$ cat src/rtl/plsr_pkg.sv
package plsr_pkg;

  typedef enum logic [1:0] {
    OP_HOLD  = 2'd0,
    OP_LOAD  = 2'd1,
    OP_SHIFT = 2'd2
  } plsr_op_e;

  // hold has priority over both transfer modes
  function automatic plsr_op_e pick_op(input logic hold, input logic shift);
    if (hold)       return OP_HOLD;
    else if (shift) return OP_SHIFT;
    else            return OP_LOAD;
  endfunction

endpackage

$ cat src/rtl/plsr_rst_sync.sv
module plsr_rst_sync #(
  parameter int STAGES = 2
) (
  input  logic clk,
  input  logic rst_n,
  output logic rst_sync_n
);
  logic [STAGES-1:0] sync_q;
  logic [STAGES-1:0] sync_d;

  always_comb begin
    sync_d = {sync_q[STAGES-2:0], 1'b1};
  end

  always_ff @(posedge clk or negedge rst_n) begin
    if (!rst_n) sync_q <= '0;
    else        sync_q <= sync_d;
  end

  assign rst_sync_n = sync_q[STAGES-1];
endmodule

$ cat src/rtl/plsr_ctrl.sv
module plsr_ctrl
  import plsr_pkg::*;
(
  input  logic hold_en,
  input  logic mode_shift,
  output logic clk_en,
  output logic sel_shift,
  output logic sel_load
);
  plsr_op_e op;

  always_comb begin
    op        = pick_op(hold_en, mode_shift);
    clk_en    = 1'b0;
    sel_shift = 1'b0;
    sel_load  = 1'b0;
    unique case (op)
      OP_LOAD:  begin clk_en = 1'b1; sel_load  = 1'b1; end
      OP_SHIFT: begin clk_en = 1'b1; sel_shift = 1'b1; end
      default:  begin clk_en = 1'b0; end
    endcase
  end
endmodule

$ cat src/rtl/plsr_cell.sv
module plsr_cell (
  input  logic clk,
  input  logic rst_n,
  input  logic clk_en,
  input  logic sel_shift,
  input  logic sel_load,
  input  logic d_ser,
  input  logic d_par,
  output logic q
);
  logic q_r;
  logic q_nxt;

  // AND-OR source selection, gated by the clock enable
  always_comb begin
    if (clk_en) q_nxt = (d_ser & sel_shift) | (d_par & sel_load);
    else        q_nxt = q_r;
  end

  always_ff @(posedge clk or negedge rst_n) begin
    if (!rst_n) q_r <= 1'b0;
    else        q_r <= q_nxt;
  end

  assign q = q_r;
endmodule

$ cat src/rtl/plsr_shift_reg.sv
module plsr_shift_reg #(
  parameter int WIDTH       = 8,
  parameter int SYNC_STAGES = 2
) (
  input  logic             clk,
  input  logic             rst_n,
  input  logic             mode_shift,
  input  logic             hold_en,
  input  logic             sin,
  input  logic [WIDTH-1:0] pdata,
  output logic             sout,
  output logic [WIDTH-1:0] state_q
);
  localparam int LAST = WIDTH - 1;

  logic             rst_sync_n;
  logic             clk_en;
  logic             sel_shift;
  logic             sel_load;
  logic [WIDTH-1:0] ser_src;
  logic [WIDTH-1:0] stage_q;

  plsr_rst_sync #(.STAGES(SYNC_STAGES)) u_rst (
    .clk        (clk),
    .rst_n      (rst_n),
    .rst_sync_n (rst_sync_n)
  );

  plsr_ctrl u_ctrl (
    .hold_en    (hold_en),
    .mode_shift (mode_shift),
    .clk_en     (clk_en),
    .sel_shift  (sel_shift),
    .sel_load   (sel_load)
  );

  // the first stage takes sin, every later stage takes its upstream neighbour
  assign ser_src = {stage_q[LAST-1:0], sin};

  for (genvar i = 0; i < WIDTH; i++) begin : g_stage
    plsr_cell u_cell (
      .clk       (clk),
      .rst_n     (rst_sync_n),
      .clk_en    (clk_en),
      .sel_shift (sel_shift),
      .sel_load  (sel_load),
      .d_ser     (ser_src[i]),
      .d_par     (pdata[i]),
      .q         (stage_q[i])
    );
  end

  assign sout    = stage_q[LAST];
  assign state_q = stage_q;
endmodule

$ cat config.mk
export PLATFORM = sky130hd
export DESIGN_NAME = plsr_shift_reg
export DESIGN_NICKNAME = d
export VERILOG_FILES = /design/src/rtl/plsr_pkg.sv /design/src/rtl/plsr_rst_sync.sv /design/src/rtl/plsr_ctrl.sv /design/src/rtl/plsr_cell.sv /design/src/rtl/plsr_shift_reg.sv
export SDC_FILE = /design/constraint.sdc
export NUM_CORES = 1
export LEC_CHECK = 0
export ABC_AREA = 1
export BUFFER_PORTS_ARGS = -buffer_cell sky130_fd_sc_hd__buf_4
export CAP_MARGIN = 10
export CORE_MARGIN = 3
export CORE_UTILIZATION = 35
export DETAILED_ROUTE_END_ITERATION = 6
export SKIP_LAST_GASP = 1
export SLEW_MARGIN = 5
export SYNTH_ARGS = -nofsm -noshare
export SYNTH_HDL_FRONTEND = slang
export SYNTH_SLANG_ARGS = --single-unit
$ cat constraint.sdc
create_clock -name clk -period 0.8 [get_ports clk]
set_input_delay 0.04 -clock clk [delete_from_list [all_inputs] [get_ports clk]]
set_output_delay 0.04 -clock clk [all_outputs]
set_load 0.005 [all_outputs]
Yosys cells after proc, flatten, opt, wreduce, memory -nomap -nowiden
Cells that the tools add are included.
- bits in registers: 10
- input bits: 13
- output and inout port bits: 9
- eq/ne operators: 2
- multiplexer cells: 5
- bitwise logic cells: 24
- reductions and logical operators: 1
- operator list (cell ; number):
    1-bit bitwise AND ; 16
    1-bit bitwise OR ; 8
    2-bit two-way mux ; 2
    1-bit two-way mux ; 3
    2-bit by 1-bit equality test with 1-bit output, second input constant ; 1
    2-bit equality test, second input constant ; 1
    2-bit OR reduction ; 1

Depth between registers and ports, before layout
- depth after elaboration: 6
- depth in mapped cells: 4
- depth with buffers taken out: 3

Cells and area by module
Synthesis repeated with hierarchy kept, for this count alone.
- cells, all modules: 72
- area, all modules: 489.2 um^2
- modules (own cells, without submodules) (module ; times used ; cells each ; area each (um^2) ; sequential area each (um^2)):
    plsr_cell ; 8 ; 8 ; 51.3 ; 25.0
    plsr_rst_sync ; 1 ; 3 ; 53.8 ; 50.0
    plsr_ctrl ; 1 ; 4 ; 17.5 ; 0.0
    plsr_shift_reg ; 1 ; 1 ; 7.5 ; 0.0

Worst setup path before layout
No wires, ideal clock.
- path kind: register -> register
- start point: register g_stage[0].u_cell.q_r
- end point: register g_stage[1].u_cell.q_r
- setup time: 124 ps
- arrival time: 502 ps
- required time: 676 ps
- setup slack: 174 ps
- stages on the path, launching flop included: 3
- buffers on the path: 0
- clock period less this slack: 626 ps
- cells stage by stage: dfrtp_1 -> nand3_1 -> nand3_1
- cells in the longest elaborated chain, start to end: 2
- RTL lines (what ; RTL line ; RTL):
    start, declared ; plsr_cell.sv:11 ; logic q_r;
    start signal, assigned ; plsr_cell.sv:22 ; else q_r <= q_nxt;
    1-bit bitwise AND ; plsr_cell.sv:16 ; if (clk_en) q_nxt = (d_ser & sel_shift) | (d_par & sel_load);
    1-bit bitwise OR ; plsr_cell.sv:16 ;
    end signal, assigned ; plsr_cell.sv:22 ;
    end, declared ; plsr_cell.sv:11 ;
Every way passes these cells.
A chain may end at the register's enable or synchronous reset.

Worst setup path after layout
- start point: register g_stage[0].u_cell.q_r
- end point: output state_q[0]
- RTL lines (what ; RTL line ; RTL):
    end, declared ; plsr_shift_reg.sv:12 ; output logic [WIDTH-1:0] state_q
No word-level cell between the ends.

==> reports/results.ini <==
[sta]
rsz0062_at_grt=true
fin_hold_ws_ps=24.8
hold_viol_final=0
finalClockSkew_ps=0.950
post-route-period-util_pct=105
fin_crit_ps=840
report.final.setup_viol=9
maxSlewViolCount=0
max_freq_mhz=1190
finalWorstSetupSlack_ps=-40.1

[clock_tree]
cts_tree=done
cts-htree-levels=1
clock-sinks=10
cts.path.max_buffers=2
clock-root-buffer=clkbuf_4
worstSkewPairLatency_ps=260
cts_buffers=3
clk_pin_slew_ps=70

[setup_path]
worstReg2RegStart=g_stage[1].u_cell.q
crit_type=flop to output port
r2r_slack_ps=0
rr_worst_depth=3
required_ps=760
reg2reg_to=g_stage[2].u_cell.q
crit_path_start_kind=flop
worstPathArrival_ps=800
crit_end=state_q[0]
critical_path.top_delay_family=flip-flops
worst-path-stages=1
crit_buf_inv=1
cp_slowest_stage_delay_ps=410
end_kind=output port
cpMaxStageDelayCell=dfrtp_1
crit_fanout=3
crit_path_start=g_stage[0].u_cell.q
worstPathCellList=buf_6

[floorplanning]
core_mm2=0.00120
die_area_mm2=0.00188
rows=12
start_util_pct=40.6
die_h_um=43.3
dieWidth_um=43.3
io_pins=22

[placed_design]
dp_slack_ps=120
post-dp-hpwl_um=696
place.gp.congestion=0.662
dpl.cell_count=80
port_buffers=21

[route]
drt_iter0_drc=4
detail_route.wl_per_cell_um=12.1
dr.pass1.iters=2
ant_nets=0
wirelength_um=1210
dr_total_vias=463
route.detailed.drc=0
vias_per_cell=4.63

[grt]
overflow=0
grt_util_met1_pct=16.5
antenna_found_initial=0
gr-max-usage-layer=met2
gr-usage-all-layers_pct=14.0
grt_pass1_vias=464
grt_max_degree=11
use_met2_pct=23.6
grt_pass1_wl_um=1990
use_met3_pct=7.05

[synth]
synth_cells=55
ys_ff_latch=10
syn_area_um2=488
ys_warn_count=0
yosys.cell_types.count=8
yosysSeqAreaShare_pct=51.3
avgSynthCellArea_um2=8.87
syn-num-nets=68

[cells_and_area]
antenna_cells=0
stdcell_count=100
drive_gt1_share_pct=50.0
area_delta_synth_final_pct=74.9
fin_util_pct=71.0
fin_nets=100
n_fill_cell=94

[outcome]
failed_checks=negative setup slack
status=finished, violations left

[min_path]
hold_path.class=primary input to flop

[power_and_ir_drop]
power_density_mw_per_mm2=1750
p_leak_nw=0.429
total_power_mw=1.49
irDropWorstVdd_v=0.00157

[run]
maxCapViolations=0

-- cells in the mapped netlist (all sizes together) --
| cell | count | area (µm²) |
|---|---|---|
| buf | 10 | 78.8 |
| inv | 1 | 3.75 |
| dfrtp | 10 | 250 |
| nor2 | 1 | 11.3 |
| nand2 | 16 | 60.1 |
| conb | 1 | 3.75 |
| nand3 | 16 | 80.1 |
-- sequential cells by signal, summed over array words and instances (netlist names) --
register and flops:
g_stage.u_cell.q 8, u_rst.sync_q 2
-- routing by layer --
| layer | wire length (µm) | share of wire, % | vias to the layer above |
|---|---|---|---|
| met4 | 0 | 0 | 0 |
| met1 | 482 | 40 | 213 |
| li1 | - | - | 232 |
| met3 | 98 | 8.1 | 0 |
| met2 | 633 | 52 | 18 |
| met5 | 0 | 0 | - |
-- power by group --
| group | leakage, nW | internal [mW] | switching [mW] | total, mW |
|---|---|---|---|---|
| logic | 0.285 | 0.283 | 0.141 | 0.424 |
| registers | 0.123 | 0.562 | 0.0552 | 0.617 |
| clock network | 0.0210 | 0.276 | 0.176 | 0.452 |
-- cell families (layout without fill, tap and decap cells) --
| family | after synthesis | count (layout) | synth area share, % |
|---|---|---|---|
| other | 1 | 1 | 0.768 |
| buffers and inverters | 11 | 42 | 16.9 |
| DFF | 10 | 10 | 51.3 |
| and+or+nand+nor | 33 | 33 | 31.0 |
-- worst reg2reg max path: stages, from the launching register on --
cell,delay [ps]
dfrtp_1,400
buf_4,140
nand3_1,70
nand3_1,70
-- layout make-up --
type | count | area (µm²) | area share (%)
tap | 14 | 17.5 | 2.05
multi-input combinational | 34 | 193 | 22.6
timing repair buffer | 37 | 353 | 41.3
sequential | 10 | 250 | 29.3
clock buffer | 4 | 36.3 | 4.25
inverter | 1 | 3.75 | 0.440
-- cell usage in the layout, fill, tap and decap left out, types with 3 or more instances in the layout --
| master | n |
|---|---|
| buf_6 | 14 |
| nand2_2 | 3 |
| nand2_1 | 13 |
| dfrtp_1 | 10 |
| nand3_1 | 10 |
| buf_4 | 14 |
| nand3_2 | 6 |
| clkbuf_4 | 3 |
| dlygate4sd3_1 | 9 |
-- through the flow --
stage	TNS (ps)	cell area, µm²
after floorplan	0	488
after global placement	0	584
after detailed placement	0	584
after CTS	-275	790
after global routing	-611	853
final	-261	853
-- repair_timing --
item,in CTS,in global routing
endpoints found under the setup margin,9,14
hold buffers,9,0
pin swaps,0,4
buffers inserted,6,1
gates resized for setup,9,14
hold endpoints to repair,10,0
-- how the worst min path moves through the flow --
stage	from	to	slack (ps)	depth (start not counted)
global route	sin	g_stage[0].u_cell.q	30	3
floorplan	rst_n	u_rst.sync_q[0]	-260	0
CTS	sin	g_stage[0].u_cell.q	20	3
global placement	rst_n	u_rst.sync_q[1]	-180	1
finish	sin	g_stage[0].u_cell.q	20	3
detailed placement	rst_n	u_rst.sync_q[1]	-180	1
No activity file was read; power rests on OpenSTA's default activity.
